## src/rtl/psl_pkg.sv

```systemverilog
// Package for the phase slew limiter.
// Holds the width helpers that the accumulator and the top both use.
package psl_pkg;

    // Larger of two integers, for derived widths.
    function automatic int max_i(input int a, input int b);
        return (a > b) ? a : b;
    endfunction

    // Width of the step produced by the fractional accumulator.
    function automatic int step_width(input int lim_w, input int scale_w, input int frac_w);
        return max_i(lim_w + scale_w, frac_w) + 1 - frac_w;
    endfunction

    // Direction of a clamped move.
    typedef enum logic {
        MOVE_UP   = 1'b0,
        MOVE_DOWN = 1'b1
    } move_dir_t;

endpackage

```

## src/rtl/psl_step_accum.sv

```systemverilog
// Fractional step accumulator.
// Adds limit*scale to a FRAC_W-bit fraction on every edge. The integer carry
// of that sum is the step allowed at this edge. Assumes that the limit and the
// scale are held static by the caller, or change only between edges.
module psl_step_accum
    import psl_pkg::*;
#(
    parameter int LIM_W   = 16,
    parameter int SCALE_W = 16,
    parameter int FRAC_W  = 32,
    parameter int STEP_W  = step_width(LIM_W, SCALE_W, FRAC_W)
) (
    input  logic               clk,
    input  logic               rst_n,
    input  logic [LIM_W-1:0]   limit,
    input  logic [SCALE_W-1:0] scale,
    output logic [STEP_W-1:0]  step
);
    localparam int INC_W = LIM_W + SCALE_W;
    localparam int ACC_W = max_i(INC_W, FRAC_W) + 1;

    logic [FRAC_W-1:0] frac_q;
    logic [INC_W-1:0]  inc;
    logic [ACC_W-1:0]  sum;

    // Per-edge increment and the sum it forms with the kept fraction.
    always_comb begin
        inc  = INC_W'(limit) * INC_W'(scale);
        sum  = ACC_W'(frac_q) + ACC_W'(inc);
        step = sum[ACC_W-1:FRAC_W];
    end

    // Keep the fractional remainder from edge to edge.
    always_ff @(posedge clk) begin
        if (!rst_n) frac_q <= '0;
        else        frac_q <= sum[FRAC_W-1:0];
    end
endmodule

```

## src/rtl/psl_clamp.sv

```systemverilog
// Clamp stage, combinational.
// Computes the next output. It lands on the target when the target is within
// the step, and otherwise moves the current value by the step toward the target.
// Assumes that both phase values are two's complement of the same width.
module psl_clamp
    import psl_pkg::*;
#(
    parameter int PH_W   = 32,
    parameter int STEP_W = 17
) (
    input  logic [PH_W-1:0]   target,
    input  logic [PH_W-1:0]   current,
    input  logic [STEP_W-1:0] step,
    input  logic              bypass,
    output logic [PH_W-1:0]   next_val,
    output logic              clamped
);
    localparam int DW    = PH_W + 1;
    localparam int CMP_W = max_i(DW, STEP_W);

    logic signed [DW-1:0] diff;
    logic        [DW-1:0] mag;
    logic        [CMP_W-1:0] mag_e, step_e;
    logic        [DW-1:0] cur_e, moved;
    move_dir_t            dir;

    // Distance formed one bit wider so that the extremes cannot wrap.
    always_comb begin
        cur_e = {current[PH_W-1], current};
        diff  = $signed({target[PH_W-1], target}) - $signed(cur_e);
        dir   = diff[DW-1] ? MOVE_DOWN : MOVE_UP;
        mag   = (dir == MOVE_DOWN) ? DW'(-diff) : DW'(diff);
        mag_e  = CMP_W'(mag);
        step_e = CMP_W'(step);
    end

    // Pick the landing point, or a move of one step toward the target.
    always_comb begin
        moved = (dir == MOVE_DOWN) ? cur_e - step_e[DW-1:0] : cur_e + step_e[DW-1:0];
        if (bypass || step_e >= mag_e) begin
            next_val = target;
            clamped  = 1'b0;
        end else begin
            next_val = moved[PH_W-1:0];
            clamped  = 1'b1;
        end
    end
endmodule

```

## src/rtl/phase_slew_limiter.sv

```systemverilog
// Phase slew rate limiter, top.
// Registers a rate-limited copy of the phase error. A zero limit bypasses the
// limiter. Assumes that rate_scale encodes the phase LSB fraction per clock
// for each ns/s of limit, as a FRAC_W-bit fraction.
module phase_slew_limiter
    import psl_pkg::*;
#(
    parameter int PH_W    = 32,
    parameter int LIM_W   = 16,
    parameter int SCALE_W = 16,
    parameter int FRAC_W  = 32
) (
    input  logic               clk,
    input  logic               rst_n,
    input  logic [PH_W-1:0]    phase_err_in,
    input  logic [LIM_W-1:0]   rate_limit,
    input  logic [SCALE_W-1:0] rate_scale,
    output logic [PH_W-1:0]    phase_err_out,
    output logic               slewing
);
    localparam int STEP_W = step_width(LIM_W, SCALE_W, FRAC_W);

    logic [STEP_W-1:0] step;
    logic [PH_W-1:0]   next_val;
    logic              clamped;
    logic              bypass;

    // A zero limit turns limiting off.
    always_comb bypass = (rate_limit == '0);

    psl_step_accum #(
        .LIM_W(LIM_W), .SCALE_W(SCALE_W), .FRAC_W(FRAC_W), .STEP_W(STEP_W)
    ) u_accum (
        .clk(clk), .rst_n(rst_n),
        .limit(rate_limit), .scale(rate_scale),
        .step(step)
    );

    psl_clamp #(.PH_W(PH_W), .STEP_W(STEP_W)) u_clamp (
        .target(phase_err_in), .current(phase_err_out),
        .step(step), .bypass(bypass),
        .next_val(next_val), .clamped(clamped)
    );

    // Output and status registers.
    always_ff @(posedge clk) begin
        if (!rst_n) begin
            phase_err_out <= '0;
            slewing       <= 1'b0;
        end else begin
            phase_err_out <= next_val;
            slewing       <= clamped;
        end
    end
endmodule

```

## config.mk

```make
export PLATFORM = sky130hd
export DESIGN_NAME = phase_slew_limiter
export DESIGN_NICKNAME = d
export VERILOG_FILES = /design/src/rtl/psl_pkg.sv /design/src/rtl/psl_step_accum.sv /design/src/rtl/psl_clamp.sv /design/src/rtl/phase_slew_limiter.sv
export SDC_FILE = /design/constraint.sdc
export NUM_CORES = 1
export LEC_CHECK = 0
export BUFFER_PORTS_ARGS = -buffer_cell sky130_fd_sc_hd__buf_2
export CAP_MARGIN = 20
export CORE_MARGIN = 1
export CORE_UTILIZATION = 65
export DETAILED_ROUTE_END_ITERATION = 8
export GPL_TIMING_DRIVEN = 0
export PLACE_DENSITY = 0.84
export SLEW_MARGIN = 20
export SYNTH_ARGS = -nofsm -noshare
export SYNTH_HDL_FRONTEND = slang
export SYNTH_SLANG_ARGS = --single-unit
export TNS_END_PERCENT = 10
```

## constraint.sdc

```tcl
create_clock -name clk -period 11.83 [get_ports clk]
set_input_delay 1.183 -clock clk [delete_from_list [all_inputs] [get_ports clk]]
set_output_delay 1.183 -clock clk [all_outputs]
set_load 0.05 [all_outputs]
```

==> summary.md, run 1 <==
| Metric | Value |
|---|---|
| Area taken by flip-flops and latches | `1300 um2` |
| Net count of the finished layout | `between 2000 and 3000` |
| Setup Viol. Count Final | `0` |
| Overall die width | `160 um` |
| Remaining global-route overflow | `0` |
| Count of input and output buffers | `98` |
| Fraction of layout cells with a size suffix above 1 | `0.0797` |
| Finished layout cell area | `between 15000 and 20000 um2` |
| Clk root buf | `sky130_fd_sc_hd__clkbuf_16` |
| Critical-path top delay cell | `sky130_fd_sc_hd__fa_1` |
| Antenna diodes | `0` |
| First-pass GRT wire length | `roughly 71 mm` |
| Final estimated routing congestion in global placement | `1.02` |
| Via count of the first global-routing pass | `~15000` |
| Number of levels in the clock H-tree | `3` |
| CP max stage delay | `0.58 ns` |
| Clk_skew | `0.0144 ns` |
| Most numerous cell in the Yosys netlist | `sky130_fd_sc_hd__inv_1` |
| Maximum root-to-sink buffer count | `2` |
| Fraction of registers with async set or reset after synthesis | `0` |
| R2r setup slk | `about 2.8 ns` |
| Synth warn | `0` |
| Reported max-cap violation count | `0` |
| Delay-heaviest family, CP | `adder cells` |
| Initial core utilization | `0.664` |
| Min cycle time layout | `around 11 ns` |
| Data required time at the worst endpoint | `approximately 12 ns` |
| Min-delay worst type | `reg2reg` |
| Final cycle utilization of the critical path | `0.962` |
| Worst setup path class | `in2reg` |
| Placed Area | `17000 um2` |
| Placeable core area | `between 20000 and 25000 um2` |
| Initial antenna violation count | `0` |
| DP HPWL | `35.8 mm` |
| Area overhead of the layout relative to synthesis | `7.47%` |
| Crit path capture type | `flop` |
| Area taken by multi-input logic gates | `13100 um2` |
| Setup Buffers After CTS | `0` |
| CTS tree | `built` |
| Signal arrival time at the worst endpoint | `between 10 and 15 ns` |
| Final hold violations | `0` |
| Io pins | `slightly below 100` |
| Largest area contributor in the synthesized netlist | `sky130_fd_sc_hd__fa_1` |
| Count of final max-slew check failures | `0` |
| Post-DR vias/cell | `roughly 5.8` |
| Run status | `finished clean` |
| Area of the die | `approximately 25000 um2` |
| Global router's overall resource usage | `0.350` |
| Post-Route WL | `roughly 42 mm` |
| Most instantiated flip-flop cell in the synthesis netlist | `sky130_fd_sc_hd__dfxtp_1` |
| Share of the synthesized area in the top cell type | `0.283` |
| Post-synthesis sequential element count | `65` |
| Cts bufs inserted | `9` |
| Routed wirelength normalized by instance count | `17.4 um` |
| Combined buffer and inverter count along the critical path | `7` |
| Via count of the routed design | `around 14000` |
| Later-pin clock latency in the skew report | `0.36 ns` |
| Sort of element at the start of the critical path | `input pin` |
| Sink count of the clock tree | `65` |
| Remaining DRCs | `0` |
| EDFF count, synth | `0` |
| Worst slew slack as a fraction of its limit | `0.414` |
| Largest net degree at the start of global routing | `32` |
| Gate count after technology mapping | `between 2000 and 2500` |
| Count of cell types in the netlist | `78` |
| Post-synthesis average cell area | `about 8.0 um2` |
| Peak clock frequency supported by timing | `around 0.09 GHz` |
| Actual slew at the worst max-slew pin | `~0.86 ns` |
| First DRT Iteration DRCs | `approximately 1200` |
| Clock slew seen by the registers of the worst setup and hold paths | `approximately 0.070 ns` |
| Combined area of all synthesized cells | `16100 um2` |
| Largest cells by area after synthesis | `sky130_fd_sc_hd__fa_1 (28%), sky130_fd_sc_hd__ha_1 (13%), sky130_fd_sc_hd__inv_1 (9.2%), sky130_fd_sc_hd__dfxtp_1 (8.1%), sky130_fd_sc_hd__nand2_1 (6.2%)` |
| Num rows | `between 50 and 60` |
| Leading post-synthesis cells by instance count | `sky130_fd_sc_hd__inv_1 (394), sky130_fd_sc_hd__nand2_1 (265), sky130_fd_sc_hd__fa_1 (228)` |
| Sequential element share of the synthesized area | `0.0806` |
| Detail Route Antenna Nets | `0` |
| Crit Path Max Fanout | `31` |
| DIE HEIGHT | `160 um` |
| RSZ-0062 raised after global routing | `no` |
| Mapped Nets | `~2500` |
| Drt first pass iters | `5` |
| Filler Cells Inserted | `between 1500 and 2000` |
| Worst hold slack across all endpoints | `about 0.57 ns` |
| Cell with the most instances on the worst path | `sky130_fd_sc_hd__fa_1` |
==> flip-flops by register name (all words and copies together), names as in the netlist <==
register,flops
slewing,1
phase_err_out,32
u_accum.frac_q,32
==> final cells by class <==
class / count / share of cell area
Tap cell: 324 / 0.0234
Sequential cell: 65 / 0.0750
Inverter: 394 / 0.0854
Buffer: 58 / 0.0157
Multi-Input combinational cell: 1490 / 0.754
Clock inverter: 6 / 0.00418
Timing Repair Buffer: 98 / 0.0283
Clock buffer: 10 / 0.0138
==> what timing repair did <==
item / CTS / global route
resized for setup: 4 / 16
hold buffers: 0 / 0
setup endpoints to repair: 1 / 2
cloned: 0 / 0
==> tightest hold or removal path, cell delays in order (launching register included) <==
cell                      delay (ns)
sky130_fd_sc_hd__dfxtp_1        0.32
sky130_fd_sc_hd__ha_1           0.12
sky130_fd_sc_hd__and2_1         0.11
==> routing by layer <==
layer | vias up | GRT usage | part of all wire
li1 | 6669 | - | -
met1 | 6801 | 0.423 | 0.40
met2 | 570 | 0.609 | 0.49
met3 | 142 | 0.0568 | 0.065
met4 | 0 | 0.169 | 0.048
met5 | - | 0 | 0
==> metrics by stage <==
step | cells | utilization | setup TNS, ns | setup WS (ns)
final | 2445 | 0.713 | 0 | 0.448
after global routing | 2445 | 0.713 | 0 | 0.0280
after CTS | 2449 | 0.713 | 0 | 0.162
after detailed placement | 2436 | 0.700 | -1.22 | -0.740
after global placement | 2436 | 0.700 | -2.31 | -0.938
after floorplan | 2014 | - | 0 | 1.49
==> final timing paths <==
path,depth (start not counted),from,endpoint
worst max-delay path,37,rate_limit[11],phase_err_out[31]
worst max register to register,34,u_accum.frac_q[8],phase_err_out[31]
worst min register to register,2,u_accum.frac_q[0],u_accum.frac_q[0]
worst min-delay path,2,u_accum.frac_q[0],u_accum.frac_q[0]
==> cell usage in the layout (no fill, tap or decap), drive strengths merged, types with 4 or more instances in the layout <==
master   synthesis  final
nand4           17     17
nand2b          21     21
and2           138    138
or3             15     15
fa             228    228
o21ai           58     58
o31ai           11     11
a21oi          100    100
o21a            10     10
inv            394    397
nand2          265    265
a21boi           8      8
a22oi            5      5
nor2b           10     10
nand3b           4      4
nor4            15     15
nand3           38     38
nor3            29     29
buf              7    105
dfxtp           65     65
mux2i           38     38
o211ai          11     11
ha             170    170
xnor2           43     43
o21bai          10     10
nor3b            4      4
a2111oi          6      6
o31a             4      4
xor2            33     33
o22ai            5      5
and3             5      5
a21o            34     34
or2             14     14
a31oi           10     10
a211oi          13     13
clkbuf          58     61
nor2            78     78
==> cell families after synthesis <==
logic type / count (synthesis) / share of synthesized area
flops: 65 / 0.0806
simple gates: 664 / 0.202
xor+xnor: 76 / 0.0417
compound gates: 313 / 0.127
fa+ha+maj: 398 / 0.415
mux: 39 / 0.0243
buf+inv: 459 / 0.110
Power of run 1 is not shown: default switching activity piles up to over one toggle a cycle in this logic, so the estimate is an artifact.
==> inputs of run 2 (changes only) <==
Settings changed: BUFFER_PORTS_ARGS -buffer_cell sky130_fd_sc_hd__buf_2 to unset, CORE_UTILIZATION 65 to 68, DONT_BUFFER_PORTS set to 1.
==> summary.md, run 2 (synthesized netlist as in run 1, its figures left out) <==
| Metric | Value |
|---|---|
| Cell with the most instances on the worst path | `sky130_fd_sc_hd__fa_1` |
| Global router's overall resource usage | `0.372 (+0.0217)` |
| Fraction of layout cells with a size suffix above 1 | `0.0350 (-0.0447)` |
| Most common cell after layout, fill and taps aside | `sky130_fd_sc_hd__inv_1` |
| Cts bufs inserted | `9 (unchanged)` |
| Sink count of the clock tree | `65 (unchanged)` |
| Min-Delay Startpoint | `u_accum.frac_q[0]` |
| Min-delay worst type | `reg2reg` |
| Net count of the finished layout | `2489 (-3.5%)` |
| Clk root buf | `sky130_fd_sc_hd__clkbuf_16` |
| First DRT Iteration DRCs | `795 (-33%)` |
| Count of input and output buffers | `0 (-100%)` |
| Count of cells along the worst hold path | `2 (unchanged)` |
| Maximum root-to-sink buffer count | `2 (unchanged)` |
| Beginning of the worst register-to-register path | `u_accum.frac_q[11]` |
| Total Neg Setup Slack | `0 ns (unchanged)` |
| Most frequent cells in the layout | `sky130_fd_sc_hd__inv_1 (393), sky130_fd_sc_hd__nand2_1 (265), sky130_fd_sc_hd__fa_1 (228)` |
| Clock slew seen by the registers of the worst setup and hold paths | `0.07 ns (about the same)` |
| Final estimated routing congestion in global placement | `1.02 (+0.43%)` |
| Detail Route Antenna Nets | `0 (unchanged)` |
| Critical R2R Capture | `phase_err_out[31]` |
| Io pins | `99 (unchanged)` |
| Worst setup path class | `in2reg` |
| CTS tree | `built` |
| Initial antenna violation count | `0 (unchanged)` |
| Area taken by multi-input logic gates | `13100 um2 (about the same)` |
| Area of the die | `24400 um2 (-4.4%)` |
| Min cycle time layout | `11.19 ns (-0.188 ns)` |
| Area overhead of the layout relative to synthesis | `4.64%` |
| Signal arrival time at the worst endpoint | `11.47 ns (-0.19 ns)` |
| Clk_skew | `0.0146 ns (+0.000167 ns)` |
| Sort of element at the start of the critical path | `input pin` |
| Final hold violations | `0 (unchanged)` |
| Peak clock frequency supported by timing | `0.0893 GHz (+1.7%)` |
| Final cycle utilization of the critical path | `0.946 (-0.0159)` |
| Data required time at the worst endpoint | `12.11 ns (about the same)` |
| Largest net degree at the start of global routing | `32 (unchanged)` |
| Reported max-cap violation count | `0 (unchanged)` |
| DIE HEIGHT | `156 um (-2.2%)` |
| RSZ-0062 raised after global routing | `no` |
| Initial core utilization | `0.690 (+0.0260)` |
| Via count of the routed design | `13800 (-2.6%)` |
| Post-DR vias/cell | `5.88 (+1.4%)` |
| Num rows | `56 (-1.8%)` |
| Setup Viol. Count Final | `0 (unchanged)` |
| Crit path capture type | `flop` |
| Worst Reg-to-Reg Cells | `34 (unchanged)` |
| Routed wirelength normalized by instance count | `18.2 um (+5.1%)` |
| Crit Path Max Fanout | `31 (unchanged)` |
| Placeable core area | `23400 um2 (-3.8%)` |
| Terminating pin of the worst hold path | `u_accum.frac_q[0]` |
| Critical-path top delay cell | `sky130_fd_sc_hd__fa_1` |
| Leading registers by flop count | `phase_err_out: 32 flops, u_accum.frac_q: 32 flops, slewing: 1 flops` |
| Drt first pass iters | `6 (+1)` |
| Setup Buffers After CTS | `0 (unchanged)` |
| Run status | `finished clean` |
| Later-pin clock latency in the skew report | `0.36 ns (about the same)` |
| Remaining DRCs | `0 (unchanged)` |
| Post-Route WL | `42.9 mm (+0.99%)` |
| Via count of the first global-routing pass | `14300 (-3.1%)` |
| Overall die width | `156 um (-2.2%)` |
| Count of hold buffers inserted by post-cts repair | `0 (unchanged)` |
| Filler Cells Inserted | `1863 (-3.9%)` |
| Count of final max-slew check failures | `0 (unchanged)` |
| DP HPWL | `35.7 mm (-0.19%)` |
| R2r setup slk | `2.91 ns (+0.07 ns)` |
| Actual slew at the worst max-slew pin | `0.966 ns (+0.110 ns)` |
| Antenna diodes | `0 (unchanged)` |
| Worst slew slack as a fraction of its limit | `0.339 (-0.0749)` |
| Number of levels in the clock H-tree | `3 (unchanged)` |
| Area taken by flip-flops and latches | `1300 um2 (unchanged)` |
| CP max stage delay | `0.56 ns (-0.02 ns)` |
| First-pass GRT wire length | `70.6 mm (-1.1%)` |
| Remaining global-route overflow | `0 (unchanged)` |
run 2: cell type report:
| class | count | share of cell area |
|---|---|---|
| Buffer | 65 | 0.0178 |
| Clock buffer | 9 | 0.0133 |
| Clock inverter | 7 | 0.00608 |
| Inverter | 394 | 0.0877 |
| Multi-Input combinational cell | 1490 | 0.774 |
| Sequential cell | 65 | 0.0771 |
| Tap cell | 319 | 0.0236 |
run 2: metal layers:
layer	vias to the layer above	GRT usage	wire, um
met3	143	0.0886	3500
met2	574	0.647	20900
met5	-	0	0
li1	6468	-	-
met1	6631	0.429	16400
met4	0	0.182	2080
run 2: worst max path at each step:
stage,startpoint,to,slack [ns],cells past startpoint
floorplan,rate_limit[5],phase_err_out[31],1.49,39
global placement,rate_limit[8],phase_err_out[31],-0.51,39
detailed placement,rate_limit[6],phase_err_out[31],-0.31,39
CTS,rate_limit[8],phase_err_out[31],0.03,39
global route,rate_scale[3],phase_err_out[31],0.10,39
finish,rate_limit[14],phase_err_out[31],0.64,36
run 2: what timing repair did:
item / CTS / global route
gates resized for setup: 1 / 21
pin swaps: 0 / 0
setup endpoints to repair: 1 / 4
run 2: critical path: cells and delay by family:
kind,cells,cell delay [ns]
and+or+nand+nor,8,1.66
muxes,1,0.15
AOI/OAI and AO/OA,11,3.17
xor gates and xnor gates,2,0.39
adders and majority gates,8,3.91
buffers and inverters,6,0.95
run 2: metrics by stage:
stage	worst slack [ns]	cell area, um2	util	cells	hold WS, ns
finish	0.636	16900	0.722	2349	0.593
global route	0.101	16900	0.722	2349	0.609
CTS	0.0311	16900	0.721	2349	0.596
detailed placement	-0.307	16500	0.707	2333	0.584
global placement	-0.507	16500	0.707	2333	0.541
floorplan	1.49	16100	-	2014	0.535
Power of run 2 is left out for the same reason.
==> inputs of run 3 (changes only) <==
Settings changed: ABC_AREA set to 1, REMOVE_ABC_BUFFERS set to 1.
==> summary.md, run 3 <==
| Metric | Value |
|---|---|
| Clock slew seen by the registers of the worst setup and hold paths | `0.06 ns (about the same)` |
| Area overhead of the layout relative to synthesis | `2.08%` |
| Largest net degree at the start of global routing | `66 (+110%)` |
| Reported max-cap violation count | `0 (unchanged)` |
| Beginning of the worst register-to-register path | `u_accum.frac_q[8]` |
| Synth Area in Compound Gates | `0.0769 (-0.0500)` |
| Routed wirelength normalized by instance count | `14.4 um (-21%)` |
| Synthesized-area fraction occupied by and/or/nand/nor cells | `0.274 (+0.0716)` |
| Overall die width | `162 um (+3.8%)` |
| Final cycle utilization of the critical path | `0.881 (-0.0657)` |
| Clk root buf | `sky130_fd_sc_hd__clkbuf_16` |
| Via count of the routed design | `15900 (+15%)` |
| Post-synthesis average cell area | `6.46 um2 (-19%)` |
| Drt first pass iters | `5 (-1)` |
| Total Neg Setup Slack | `0 ns (unchanged)` |
| Net count of the finished layout | `3083 (+24%)` |
| Min-Delay Startpoint | `u_accum.frac_q[0]` |
| First DRT Iteration DRCs | `1167 (+47%)` |
| Global-route track usage on met1 | `0.406 (-0.0226)` |
| Setup Viol. Count Final | `0 (unchanged)` |
| Global router's overall resource usage | `0.340 (-0.0327)` |
| Remaining DRCs | `0 (unchanged)` |
| Fraction of layout cells with a size suffix above 1 | `0.0179 (-0.0171)` |
| Peak clock frequency supported by timing | `0.0960 GHz (+7.5%)` |
| Worst hold slack across all endpoints | `0.547 ns (-0.0464 ns)` |
| Combined buffer and inverter count along the critical path | `5 (-1)` |
| Crit Path Max Fanout | `33 (+6.5%)` |
| Cts bufs inserted | `9 (unchanged)` |
| Setup crit start | `rate_scale[6]` |
| Crit path capture type | `flop` |
| First-pass GRT wire length | `72.1 mm (+2.1%)` |
| Gate count after technology mapping | `2694 (+34%)` |
| Later-pin clock latency in the skew report | `0.35 ns (about the same)` |
| Count of hold buffers inserted by post-cts repair | `0 (unchanged)` |
| Initial antenna violation count | `0 (unchanged)` |
| Post-DR vias/cell | `5.38 (-8.6%)` |
| Leading post-synthesis cells by instance count | `sky130_fd_sc_hd__nand2_1 (791), sky130_fd_sc_hd__inv_1 (679), sky130_fd_sc_hd__fa_1 (228)` |
| Min-delay worst type | `reg2reg` |
| Most frequent cells in the layout | `sky130_fd_sc_hd__nand2_1 (790), sky130_fd_sc_hd__inv_1 (679), sky130_fd_sc_hd__fa_1 (228)` |
| Adder and majority gate portion of the synthesized area | `0.384 (-0.0303)` |
| Via count of the first global-routing pass | `15800 (+11%)` |
| Resized Gates After CTS | `0 (-1)` |
| Terminating pin of the worst hold path | `u_accum.frac_q[0]` |
| DIE HEIGHT | `162 um (+3.8%)` |
| Delay-heaviest family, CP | `adder cells` |
| Most instantiated flip-flop cell in the synthesis netlist | `sky130_fd_sc_hd__dfxtp_1` |
| Worst slew slack as a fraction of its limit | `0.342 (+0.00275)` |
| Layer with the highest usage | `met2` |
| Sink count of the clock tree | `65 (unchanged)` |
| Antenna diodes | `0 (unchanged)` |
| CTS tree | `built` |
| Io pins | `99 (unchanged)` |
| Critical-path top delay cell | `sky130_fd_sc_hd__nand2_2` |
| Data required time at the worst endpoint | `12.07 ns (-0.04 ns)` |
| Cell with the most instances on the worst path | `sky130_fd_sc_hd__nand2_1` |
| Worst Reg-to-Reg Cells | `39 (+15%)` |
| Fraction of registers with async set or reset after synthesis | `0 (unchanged)` |
| Initial core utilization | `0.691 (+0.00186)` |
| Leading registers by flop count | `phase_err_out: 32 flops, u_accum.frac_q: 32 flops, slewing: 1 flops` |
| Min cycle time layout | `10.42 ns (-0.777 ns)` |
| Setup Buffers After CTS | `0 (unchanged)` |
| Actual slew at the worst max-slew pin | `0.975 ns (+0.00849 ns)` |
| Count of input and output buffers | `0 (unchanged)` |
| Count of final max-slew check failures | `0 (unchanged)` |
| DP HPWL | `35.7 mm (about the same)` |
| Met3 usage in global routing | `0.0452 (-0.0434)` |
| Largest cells by area after synthesis | `sky130_fd_sc_hd__fa_1 (26%), sky130_fd_sc_hd__nand2_1 (17%), sky130_fd_sc_hd__inv_1 (15%), sky130_fd_sc_hd__ha_1 (12%), sky130_fd_sc_hd__dfxtp_1 (7.5%)` |
| Multiplexer fraction of the synthesized cell area | `0 (-0.0243)` |
| Sort of element at the start of the critical path | `input pin` |
| Sequential element share of the synthesized area | `0.0747 (-0.00590)` |
| Count of cells along the worst hold path | `3 (+1)` |
| Clk_skew | `0.0111 ns (-0.00347 ns)` |
| Run status | `finished clean` |
| Combined area of all synthesized cells | `17400 um2 (+7.9%)` |
| Final hold violations | `0 (unchanged)` |
| RSZ-0062 raised after global routing | `no` |
| Maximum root-to-sink buffer count | `2 (unchanged)` |
| Share of the synthesized area in the top cell type | `0.262 (-0.0207)` |
| Worst setup path class | `in2reg` |
| R2r setup slk | `3.14 ns (+0.23 ns)` |
| Met2 capacity usage during global routing | `0.617 (-0.0297)` |
| Combinational family with the most area after synthesis | `adder cells` |
| Post-synthesis sequential element count | `65 (unchanged)` |
| EDFF count, synth | `0 (unchanged)` |
| Placeable core area | `25200 um2 (+7.6%)` |
| Num rows | `58 (+3.6%)` |
| Synth warn | `0 (unchanged)` |
| Number of levels in the clock H-tree | `3 (unchanged)` |
| Detail Route Antenna Nets | `0 (unchanged)` |
| Post-Route WL | `42.7 mm (-0.50%)` |
| Final estimated routing congestion in global placement | `0.924 (-9.4%)` |
| Remaining global-route overflow | `0 (unchanged)` |
| Critical R2R Capture | `phase_err_out[29]` |
| Xor and xnor fraction of the mapped netlist area | `0.0191 (-0.0226)` |
| Signal arrival time at the worst endpoint | `10.66 ns (-0.81 ns)` |
| Most numerous cell in the Yosys netlist | `sky130_fd_sc_hd__nand2_1` |
| Area of the die | `26200 um2 (+7.8%)` |
| Most common cell after layout, fill and taps aside | `sky130_fd_sc_hd__nand2_1` |
| Count of cell types in the netlist | `39 (-50%)` |
| CP max stage delay | `0.69 ns (+0.13 ns)` |
| Largest area contributor in the synthesized netlist | `sky130_fd_sc_hd__fa_1` |
run 3: metrics by stage:
step,util,setup slack (ns),std cells,area [um2]
floorplan,-,2.74,2604,17000
global placement,0.692,0.820,2934,17400
detailed placement,0.694,1.13,2938,17500
CTS,0.706,1.46,2953,17800
global route,0.706,0.773,2953,17800
finish,0.706,1.41,2953,17800
run 3: layout make-up:
cell class                      instances  area (um2)
Multi-Input combinational cell       1854       13100
Fill cell                            2224        7410
Inverter                              685        2570
Sequential cell                        65        1300
Tap cell                              330         413
Clock buffer                           12         256
Timing Repair Buffer                    4        45.0
Clock inverter                          3        40.0
run 3: worst register-to-register path: cells and delay by family, from the launching register on:
family,cells,cell delay [ns]
buffers and inverters,4,0.20
adder cells (fa/ha/maj),6,2.93
AND/OR/NAND/NOR,19,2.45
AO/OA/AOI/OAI,9,2.07
flip-flops,1,0.31
XOR/XNOR,1,0.63
run 3: kinds of logic (layout without fill, tap and decap cells):
logic type / Yosys count / in the layout
buf+inv: 775 / 704
compound gates: 244 / 244
fa+ha+maj: 398 / 398
flops: 65 / 65
simple gates: 1174 / 1174
xor+xnor: 38 / 38
run 3: layer usage:
layer  share of wire  routed length, um  vias to the layer above
met2            0.51              21600                      544
met3           0.062               2660                       80
met5               0                  0                        -
met1            0.40              17100                     7377
li1                -                  -                     7875
met4           0.030               1270                        0
run 3: how the worst max path moves through the flow:
stage                        end  slack, ns  depth (start not counted)
2_1_floorplan  phase_err_out[29]       2.74                         43
3_3_place_gp   phase_err_out[29]       0.82                         43
3_5_place_dp   phase_err_out[29]       1.13                         43
4_1_cts        phase_err_out[29]       1.46                         43
5_1_grt        phase_err_out[29]       0.77                         43
6_report       phase_err_out[29]       1.41                         43
Power of run 3 is left out for the same reason.
